--- config.mk ---
export PLATFORM = sky130hd
export DESIGN_NAME = wdog_timer
export DESIGN_NICKNAME = d
export VERILOG_FILES = /design/src/rtl/wdt_pkg.sv /design/src/rtl/wdt_rst_sync.sv /design/src/rtl/wdt_regs.sv /design/src/rtl/wdt_prescaler.sv /design/src/rtl/wdt_down_counter.sv /design/src/rtl/wdog_timer.sv
export SDC_FILE = /design/constraint.sdc
export NUM_CORES = 1
export LEC_CHECK = 0
export CAP_MARGIN = 0
export CELL_PAD_IN_SITES_DETAIL_PLACEMENT = 0
export CELL_PAD_IN_SITES_GLOBAL_PLACEMENT = 1
export CORE_MARGIN = 2
export CORE_UTILIZATION = 30
export DETAILED_ROUTE_END_ITERATION = 8
export GPL_TIMING_DRIVEN = 0
export HOLD_SLACK_MARGIN = 0.08
export PLACE_DENSITY_LB_ADDON = 0.1
export SLEW_MARGIN = 20
export SYNTH_ARGS = -nofsm -noshare
export SYNTH_HDL_FRONTEND = slang
export SYNTH_SLANG_ARGS = --single-unit
--- constraint.sdc ---
create_clock -name clk_i -period 5.3 [get_ports clk_i]
set_clock_uncertainty 0.2 [all_clocks]
set_input_delay 1.06 -clock clk_i [delete_from_list [all_inputs] [get_ports clk_i]]
set_output_delay 1.06 -clock clk_i [all_outputs]
set_load 0.01 [all_outputs]
--- src/rtl/wdt_pkg.sv ---
package wdt_pkg;
  localparam int unsigned WDT_DW    = 32;
  localparam int unsigned OFF_STAT  = 'h00;
  localparam int unsigned OFF_CAUSE = 'h10;
  localparam int unsigned OFF_CTRL  = 'h20;
  localparam int unsigned OFF_LOAD  = 'h24;
  localparam int unsigned BIT_EN    = 7;
  localparam int unsigned BIT_KICK  = 9;
  localparam int unsigned BIT_CAUSE = 1;
  localparam int unsigned PRESC_LSB = 16;

  typedef struct packed {
    logic stat;
    logic cause;
    logic ctrl;
    logic load;
  } wdt_sel_t;
endpackage

--- src/rtl/wdt_rst_sync.sv ---
module wdt_rst_sync (
  input  logic clk_i,
  input  logic rst_ni,
  output logic rst_no
);
  logic [1:0] sync_q;

  always_ff @(posedge clk_i or negedge rst_ni) begin
    if (!rst_ni) sync_q <= 2'b00;
    else         sync_q <= {sync_q[0], 1'b1};
  end

  assign rst_no = sync_q[1];
endmodule

--- src/rtl/wdt_regs.sv ---
module wdt_regs
  import wdt_pkg::*;
#(
  parameter int unsigned ADDR_W  = 8,
  parameter int unsigned PRESC_W = 16,
  parameter int unsigned LOAD_W  = 16
) (
  input  logic                 clk_i,
  input  logic                 rst_ni,
  input  logic [ADDR_W-1:0]    addr_i,
  input  logic                 we_i,
  input  logic [WDT_DW-1:0]    wdata_i,
  output logic [WDT_DW-1:0]    rdata_o,
  input  logic                 expire_i,
  input  logic [LOAD_W-1:0]    count_i,
  output logic                 en_o,
  output logic [PRESC_W-1:0]   presc_o,
  output logic [LOAD_W-1:0]    load_o,
  output logic                 reload_o
);
  wdt_sel_t           sel;
  logic               en_q, en_d;
  logic [PRESC_W-1:0] presc_q, presc_d;
  logic [LOAD_W-1:0]  load_q, load_d;
  logic               cause_q, cause_d;
  logic               ctrl_wr, kick, start, cause_clr;
  logic               unused_wdata;

  assign unused_wdata = ^wdata_i;

  always_comb begin
    sel.stat  = (addr_i == ADDR_W'(OFF_STAT));
    sel.cause = (addr_i == ADDR_W'(OFF_CAUSE));
    sel.ctrl  = (addr_i == ADDR_W'(OFF_CTRL));
    sel.load  = (addr_i == ADDR_W'(OFF_LOAD));
  end

  assign ctrl_wr   = we_i && sel.ctrl;
  assign kick      = we_i && sel.stat && wdata_i[BIT_KICK];
  assign start     = ctrl_wr && wdata_i[BIT_EN] && !en_q;
  assign cause_clr = we_i && sel.cause && wdata_i[BIT_CAUSE];

  // next-state
  always_comb begin
    en_d    = en_q;
    presc_d = presc_q;
    load_d  = load_q;
    cause_d = cause_q;
    if (ctrl_wr) begin
      en_d    = wdata_i[BIT_EN];
      presc_d = wdata_i[PRESC_LSB +: PRESC_W];
    end else if (expire_i) begin
      en_d = 1'b0;
    end
    if (we_i && sel.load) load_d = wdata_i[LOAD_W-1:0];
    if (expire_i)       cause_d = 1'b1;
    else if (cause_clr) cause_d = 1'b0;
  end

  // registers
  always_ff @(posedge clk_i or negedge rst_ni) begin
    if (!rst_ni) begin
      en_q    <= 1'b0;
      presc_q <= '0;
      load_q  <= '0;
      cause_q <= 1'b0;
    end else begin
      en_q    <= en_d;
      presc_q <= presc_d;
      load_q  <= load_d;
      cause_q <= cause_d;
    end
  end

  always_comb begin
    rdata_o = '0;
    if (sel.stat) begin
      rdata_o[LOAD_W-1:0] = count_i;
    end else if (sel.cause) begin
      rdata_o[BIT_CAUSE] = cause_q;
    end else if (sel.ctrl) begin
      rdata_o[BIT_EN] = en_q;
      rdata_o[PRESC_LSB +: PRESC_W] = presc_q;
    end else if (sel.load) begin
      rdata_o[LOAD_W-1:0] = load_q;
    end
  end

  assign en_o     = en_q;
  assign presc_o  = presc_q;
  assign load_o   = load_q;
  assign reload_o = kick || start;

  p_cause_set_r10: assert property (@(posedge clk_i) disable iff (!rst_ni)
    expire_i |=> cause_q);
  p_cause_clr_r10: assert property (@(posedge clk_i) disable iff (!rst_ni)
    (cause_clr && !expire_i) |=> !cause_q);
  p_stop_on_expiry_r7: assert property (@(posedge clk_i) disable iff (!rst_ni)
    (expire_i && !ctrl_wr) |=> !en_q);
  p_expire_needs_en_r9: assert property (@(posedge clk_i) disable iff (!rst_ni)
    expire_i |-> en_q);
endmodule

--- src/rtl/wdt_prescaler.sv ---
module wdt_prescaler #(
  parameter int unsigned PRESC_W = 16
) (
  input  logic               clk_i,
  input  logic               rst_ni,
  input  logic               en_i,
  input  logic               clr_i,
  input  logic               base_tick_i,
  input  logic [PRESC_W-1:0] div_i,
  output logic               tick_o
);
  logic [PRESC_W-1:0] pcnt_q, pcnt_d;
  logic               hit, step;

  assign hit  = (div_i <= PRESC_W'(1)) || (pcnt_q >= div_i - PRESC_W'(1));
  assign step = en_i && !clr_i && base_tick_i;

  always_comb begin
    pcnt_d = pcnt_q;
    if (clr_i)     pcnt_d = '0;
    else if (step) pcnt_d = hit ? '0 : pcnt_q + PRESC_W'(1);
  end

  always_ff @(posedge clk_i or negedge rst_ni) begin
    if (!rst_ni) pcnt_q <= '0;
    else         pcnt_q <= pcnt_d;
  end

  assign tick_o = step && hit;

  p_clr_r3: assert property (@(posedge clk_i) disable iff (!rst_ni)
    clr_i |=> (pcnt_q == '0));
  p_hold_r9: assert property (@(posedge clk_i) disable iff (!rst_ni)
    (!en_i && !clr_i) |=> $stable(pcnt_q));
  p_gate_r4: assert property (@(posedge clk_i) disable iff (!rst_ni)
    !base_tick_i |-> !tick_o);
endmodule

--- src/rtl/wdt_down_counter.sv ---
module wdt_down_counter #(
  parameter int unsigned LOAD_W       = 16,
  parameter int unsigned PULSE_CYCLES = 16
) (
  input  logic              clk_i,
  input  logic              rst_ni,
  input  logic              reload_i,
  input  logic [LOAD_W-1:0] load_i,
  input  logic              tick_i,
  output logic [LOAD_W-1:0] count_o,
  output logic              expire_o,
  output logic              sys_rst_o
);
  localparam int unsigned PW = (PULSE_CYCLES > 1) ? $clog2(PULSE_CYCLES) : 1;

  logic [LOAD_W-1:0] cnt_q, cnt_d;
  logic [PW-1:0]     rem_q, rem_d;
  logic              pulse_q, pulse_d;

  assign expire_o = tick_i && !reload_i && (cnt_q <= LOAD_W'(1));

  always_comb begin
    cnt_d = cnt_q;
    if (reload_i)      cnt_d = load_i;
    else if (expire_o) cnt_d = '0;
    else if (tick_i)   cnt_d = cnt_q - LOAD_W'(1);
  end

  always_comb begin
    rem_d   = rem_q;
    pulse_d = pulse_q;
    if (expire_o) begin
      pulse_d = 1'b1;
      rem_d   = PW'(PULSE_CYCLES - 1);
    end else if (pulse_q) begin
      if (rem_q == '0) pulse_d = 1'b0;
      else             rem_d   = rem_q - PW'(1);
    end
  end

  always_ff @(posedge clk_i or negedge rst_ni) begin
    if (!rst_ni) begin
      cnt_q   <= '0;
      rem_q   <= '0;
      pulse_q <= 1'b0;
    end else begin
      cnt_q   <= cnt_d;
      rem_q   <= rem_d;
      pulse_q <= pulse_d;
    end
  end

  assign count_o   = cnt_q;
  assign sys_rst_o = pulse_q;

  p_reload_r3: assert property (@(posedge clk_i) disable iff (!rst_ni)
    reload_i |=> (cnt_q == $past(load_i)));
  p_pulse_start_r8: assert property (@(posedge clk_i) disable iff (!rst_ni)
    expire_o |=> pulse_q);
  p_pulse_cause_r8: assert property (@(posedge clk_i) disable iff (!rst_ni)
    $rose(pulse_q) |-> $past(expire_o));
  p_idle_hold_r9: assert property (@(posedge clk_i) disable iff (!rst_ni)
    (!tick_i && !reload_i) |=> $stable(cnt_q));
endmodule

--- src/rtl/wdog_timer.sv ---
module wdog_timer
  import wdt_pkg::*;
#(
  parameter int unsigned ADDR_W       = 8,
  parameter int unsigned PRESC_W      = 16,
  parameter int unsigned LOAD_W       = 16,
  parameter int unsigned PULSE_CYCLES = 16
) (
  input  logic              clk_i,
  input  logic              rst_ni,
  input  logic              base_tick_i,
  input  logic [ADDR_W-1:0] bus_addr_i,
  input  logic              bus_we_i,
  input  logic [31:0]       bus_wdata_i,
  output logic [31:0]       bus_rdata_o,
  output logic              sys_rst_o
);
  logic               rst_n_s;
  logic               en, reload, tick, expire;
  logic [PRESC_W-1:0] presc;
  logic [LOAD_W-1:0]  load_val, count;

  wdt_rst_sync u_sync (
    .clk_i  (clk_i),
    .rst_ni (rst_ni),
    .rst_no (rst_n_s)
  );

  wdt_regs #(
    .ADDR_W  (ADDR_W),
    .PRESC_W (PRESC_W),
    .LOAD_W  (LOAD_W)
  ) u_regs (
    .clk_i    (clk_i),
    .rst_ni   (rst_n_s),
    .addr_i   (bus_addr_i),
    .we_i     (bus_we_i),
    .wdata_i  (bus_wdata_i),
    .rdata_o  (bus_rdata_o),
    .expire_i (expire),
    .count_i  (count),
    .en_o     (en),
    .presc_o  (presc),
    .load_o   (load_val),
    .reload_o (reload)
  );

  wdt_prescaler #(
    .PRESC_W (PRESC_W)
  ) u_presc (
    .clk_i       (clk_i),
    .rst_ni      (rst_n_s),
    .en_i        (en),
    .clr_i       (reload),
    .base_tick_i (base_tick_i),
    .div_i       (presc),
    .tick_o      (tick)
  );

  wdt_down_counter #(
    .LOAD_W       (LOAD_W),
    .PULSE_CYCLES (PULSE_CYCLES)
  ) u_cnt (
    .clk_i     (clk_i),
    .rst_ni    (rst_n_s),
    .reload_i  (reload),
    .load_i    (load_val),
    .tick_i    (tick),
    .count_o   (count),
    .expire_o  (expire),
    .sys_rst_o (sys_rst_o)
  );

  p_tick_only_enabled_r9: assert property (@(posedge clk_i) disable iff (!rst_n_s)
    tick |-> en);
endmodule

==> flow_metrics.env <==
export IMPL_gp_congestion=0.797
export IMPL_syn_avg_cell_area_um2=9.92
export IMPL_slew_viol_final=0
export IMPL_grt_pass1_wl_um=20200
export IMPL_cts_tree="yes"
export IMPL_synth_seq_cells=73
export IMPL_synth_area_leaders="dfrtp_1 41%, mux2_2 8.1%, ha_1 6.2%, nand2_1 3.5%, nor3_1 3.0%"
export IMPL_power_density_nw_per_um2=288
export IMPL_dp_hpwl_um=9130
export IMPL_cp_required_ps=4040
export IMPL_slowest_stage="clkdlybuf4s50_1"
export IMPL_end_kind="output port"
export IMPL_crit_path_max_fanout=10
export IMPL_ant_nets=0
export IMPL_die_y_um=126
export IMPL_ff2ff_setup_slack_ps=1660
export IMPL_reg2reg_to="u_regs.en_o"
export IMPL_yosys_cell_types_count=57
export IMPL_r2r_start="u_regs.presc_o[0]"
export IMPL_final_cell_mix="76 x clkdlybuf4s50_1, 72 x dfrtp_1, 42 x nand2_1, 32 x mux2_2, 27 x nor3_1"
export IMPL_ir_drop_mv=0.136
export IMPL_drt_first_iter_violations=184
export IMPL_seq_area_um2=1830
export IMPL_startpoint="bus_addr_i[7]"
export IMPL_crit_family="buffers and inverters"
export IMPL_dp_cells=710
export IMPL_hp_class="reg -> async"
export IMPL_antennaDiodeCount=0
export IMPL_fin_crit_sh_pct=95.2
export IMPL_grt_pass1_vias=3780
export IMPL_wirelength_um=12300
export IMPL_power_mw=1.68
export IMPL_synth_top_area_share_pct=41.1
export IMPL_numCtsBuffers=9
export IMPL_dpl_cell_area_um2=5480
export IMPL_yosys_warnings=0
export IMPL_clock_latency_ps=340
export IMPL_synth_edf_count=0
export IMPL_synth_top_cell_by_area="dfrtp_1"
export IMPL_multi_input_area_um2=2500
export IMPL_core_area_um2=14500
export IMPL_portBuffers=76
export IMPL_final_area_um2=5840
export IMPL_hold_viol=0
export IMPL_layoutNonFillerInstCount=730
export IMPL_clock_fmax_mhz=198
export IMPL_clock_sinks=73
export IMPL_antenna_found_initial=0
export IMPL_vias=3718
export IMPL_cap_violations=0
export IMPL_final_common_cell="clkdlybuf4s50_1"
export IMPL_ys_seq_area_share_pct=41.1
export IMPL_syn_nets=514
export IMPL_fin_setup_tns_ps=0
export IMPL_nFillCells=1447
export IMPL_start_kind="input port"
export IMPL_clkTransAtPathRegs_ps=60
export IMPL_cts_max_path_buffers=2
export IMPL_rows=44
export IMPL_grt_max_degree=45
export IMPL_vias_per_cell=5.09
export IMPL_cp_depth=8
export IMPL_gr_total_overflow=0
export IMPL_wl_per_cell_um=16.8
export IMPL_synthArstFlopShare_pct=100
export IMPL_drc_errors=0
export IMPL_critPathBufInv=4
export IMPL_critPathCapture="bus_rdata_o[5]"
export IMPL_rsz0062_at_grt="false"
export IMPL_first_pass_iters=4
export IMPL_synthFlopType="dfrtp_1"
export IMPL_drive_gt1_share_pct=14.5
export IMPL_maxSlewHeadroom_pct=61.4
export IMPL_worstPathCellList="clkdlybuf4s50_1 -> nor4_4 -> nand2b_1 -> nor4_4 -> buf_4 -> buf_2 -> a22o_1 -> clkdlybuf4s50_1"
export IMPL_arrival_ps=3780
export IMPL_fin_nets=607
export IMPL_dieWidth_um=126
export IMPL_cts_max_level=3
export IMPL_setup_viol=0
export IMPL_critPathMaxStageDelay_ps=540
export IMPL_period_needed_ps=5040
export IMPL_synthCells=448
export IMPL_grtUsageTotal_pct=16.2
export IMPL_initial_core_util_pct=30.7
export IMPL_io_pin_count=77
export IMPL_status="complete, no violations"
export IMPL_leakage_nw=2.60
export IMPL_reg2reg_depth=12
export IMPL_crit_type="in -> out"
export IMPL_flow_area_growth_from_synthesis_pct=31.5
export IMPL_die_area_um2=15800
export IMPL_syn_area_um2=4440
export IMPL_tightestPinTransition_ps=576
export IMPL_clockRootBuffer="clkbuf_16"
-- metrics by stage --
stage / setup WS, ps / utilization, % / hold WS, ps
CTS: 40.0 / 40.2 / 106
global route: 118 / 40.4 / 124
floorplan: 1370 / - / 131
detailed placement: 58.6 / 37.8 / 70.9
global placement: -742 / 37.5 / 137
finish: 256 / 40.4 / 98.8
-- worst min-delay path by stage --
stage	from	end	slack, ps	cells after the start
2_1_floorplan	u_sync.sync_q[0]	u_sync.sync_q[1]	130	0
3_3_place_gp	u_sync.sync_q[0]	u_sync.sync_q[1]	140	0
6_report	u_sync.sync_q[1]	u_cnt.rem_q[3]	100	1
4_1_cts	u_sync.sync_q[1]	u_cnt.rem_q[3]	110	1
3_5_place_dp	u_sync.sync_q[1]	u_regs.load_o[2]	70	0
5_1_grt	u_sync.sync_q[1]	u_cnt.rem_q[3]	120	1
-- metal layers --
metal,global-route usage (%),vias to the layer above,wire (um)
li1,-,1842,-
met2,25.3,70,5610
met4,3.79,0,110
met5,0,-,0
met3,4.50,9,564
met1,22.3,1797,6010
-- flip-flops by register name, summed over array words and instances (netlist names) --
| register | flops |
|---|---|
| u_regs.en_o | 1 |
| u_cnt.rem_q | 4 |
| u_regs.cause_q | 1 |
| u_cnt.count_o | 16 |
| u_regs.presc_o | 16 |
| u_cnt.sys_rst_o | 1 |
| u_regs.load_o | 16 |
| u_presc.pcnt_q | 16 |
| u_sync.sync_q | 2 |
-- final cells by class --
type / instances / share of cell area [%]
clock inverters: 6 / 1.41
well taps: 184 / 3.94
repair buffers: 82 / 14.4
multi-input cells: 346 / 42.7
inverters: 14 / 0.899
flip-flops and latches: 73 / 31.3
clock buffers: 10 / 3.92
plain buffers: 15 / 1.41
-- power breakdown --
group          switching [mW]  internal, mW  total (mW)
Sequential             0.0470         0.595       0.642
Clock                   0.249         0.410       0.659
Combinational           0.207         0.175       0.382
Total                   0.504          1.18        1.68
-- repair_timing --
action / in CTS / in global routing
setup buffers: 0 / 2
setup endpoints to repair: 0 / 15
resized for setup: 0 / 1
endpoints found under the hold margin: 4 / 0
hold buffers: 2 / 0
-- logic make-up (layout without fill, tap and decap cells) --
kind of cell	after synthesis	in the layout	share of synthesized area [%]
muxes	33	33	8.34
AOI/OAI and AO/OA	90	90	15.1
adders and majority gates	22	22	6.20
DFF	73	73	41.1
xor gates and xnor gates	20	20	3.94
other	1	1	0.0844
buffers and inverters	29	127	3.04
and+or+nand+nor	180	180	22.2
-- cell usage after synthesis, types with 12 or more instances --
library cell   n
and2_1        19
nand3_1       18
dfrtp_1       73
a22o_1        14
nand2_1       42
xnor2_1       15
mux2_2        32
a221o_1       12
inv_1         14
nor3_1        27
ha_1          22
nor2_1        26
o21ai_0       26
No activity file was read; power rests on OpenSTA's default activity.
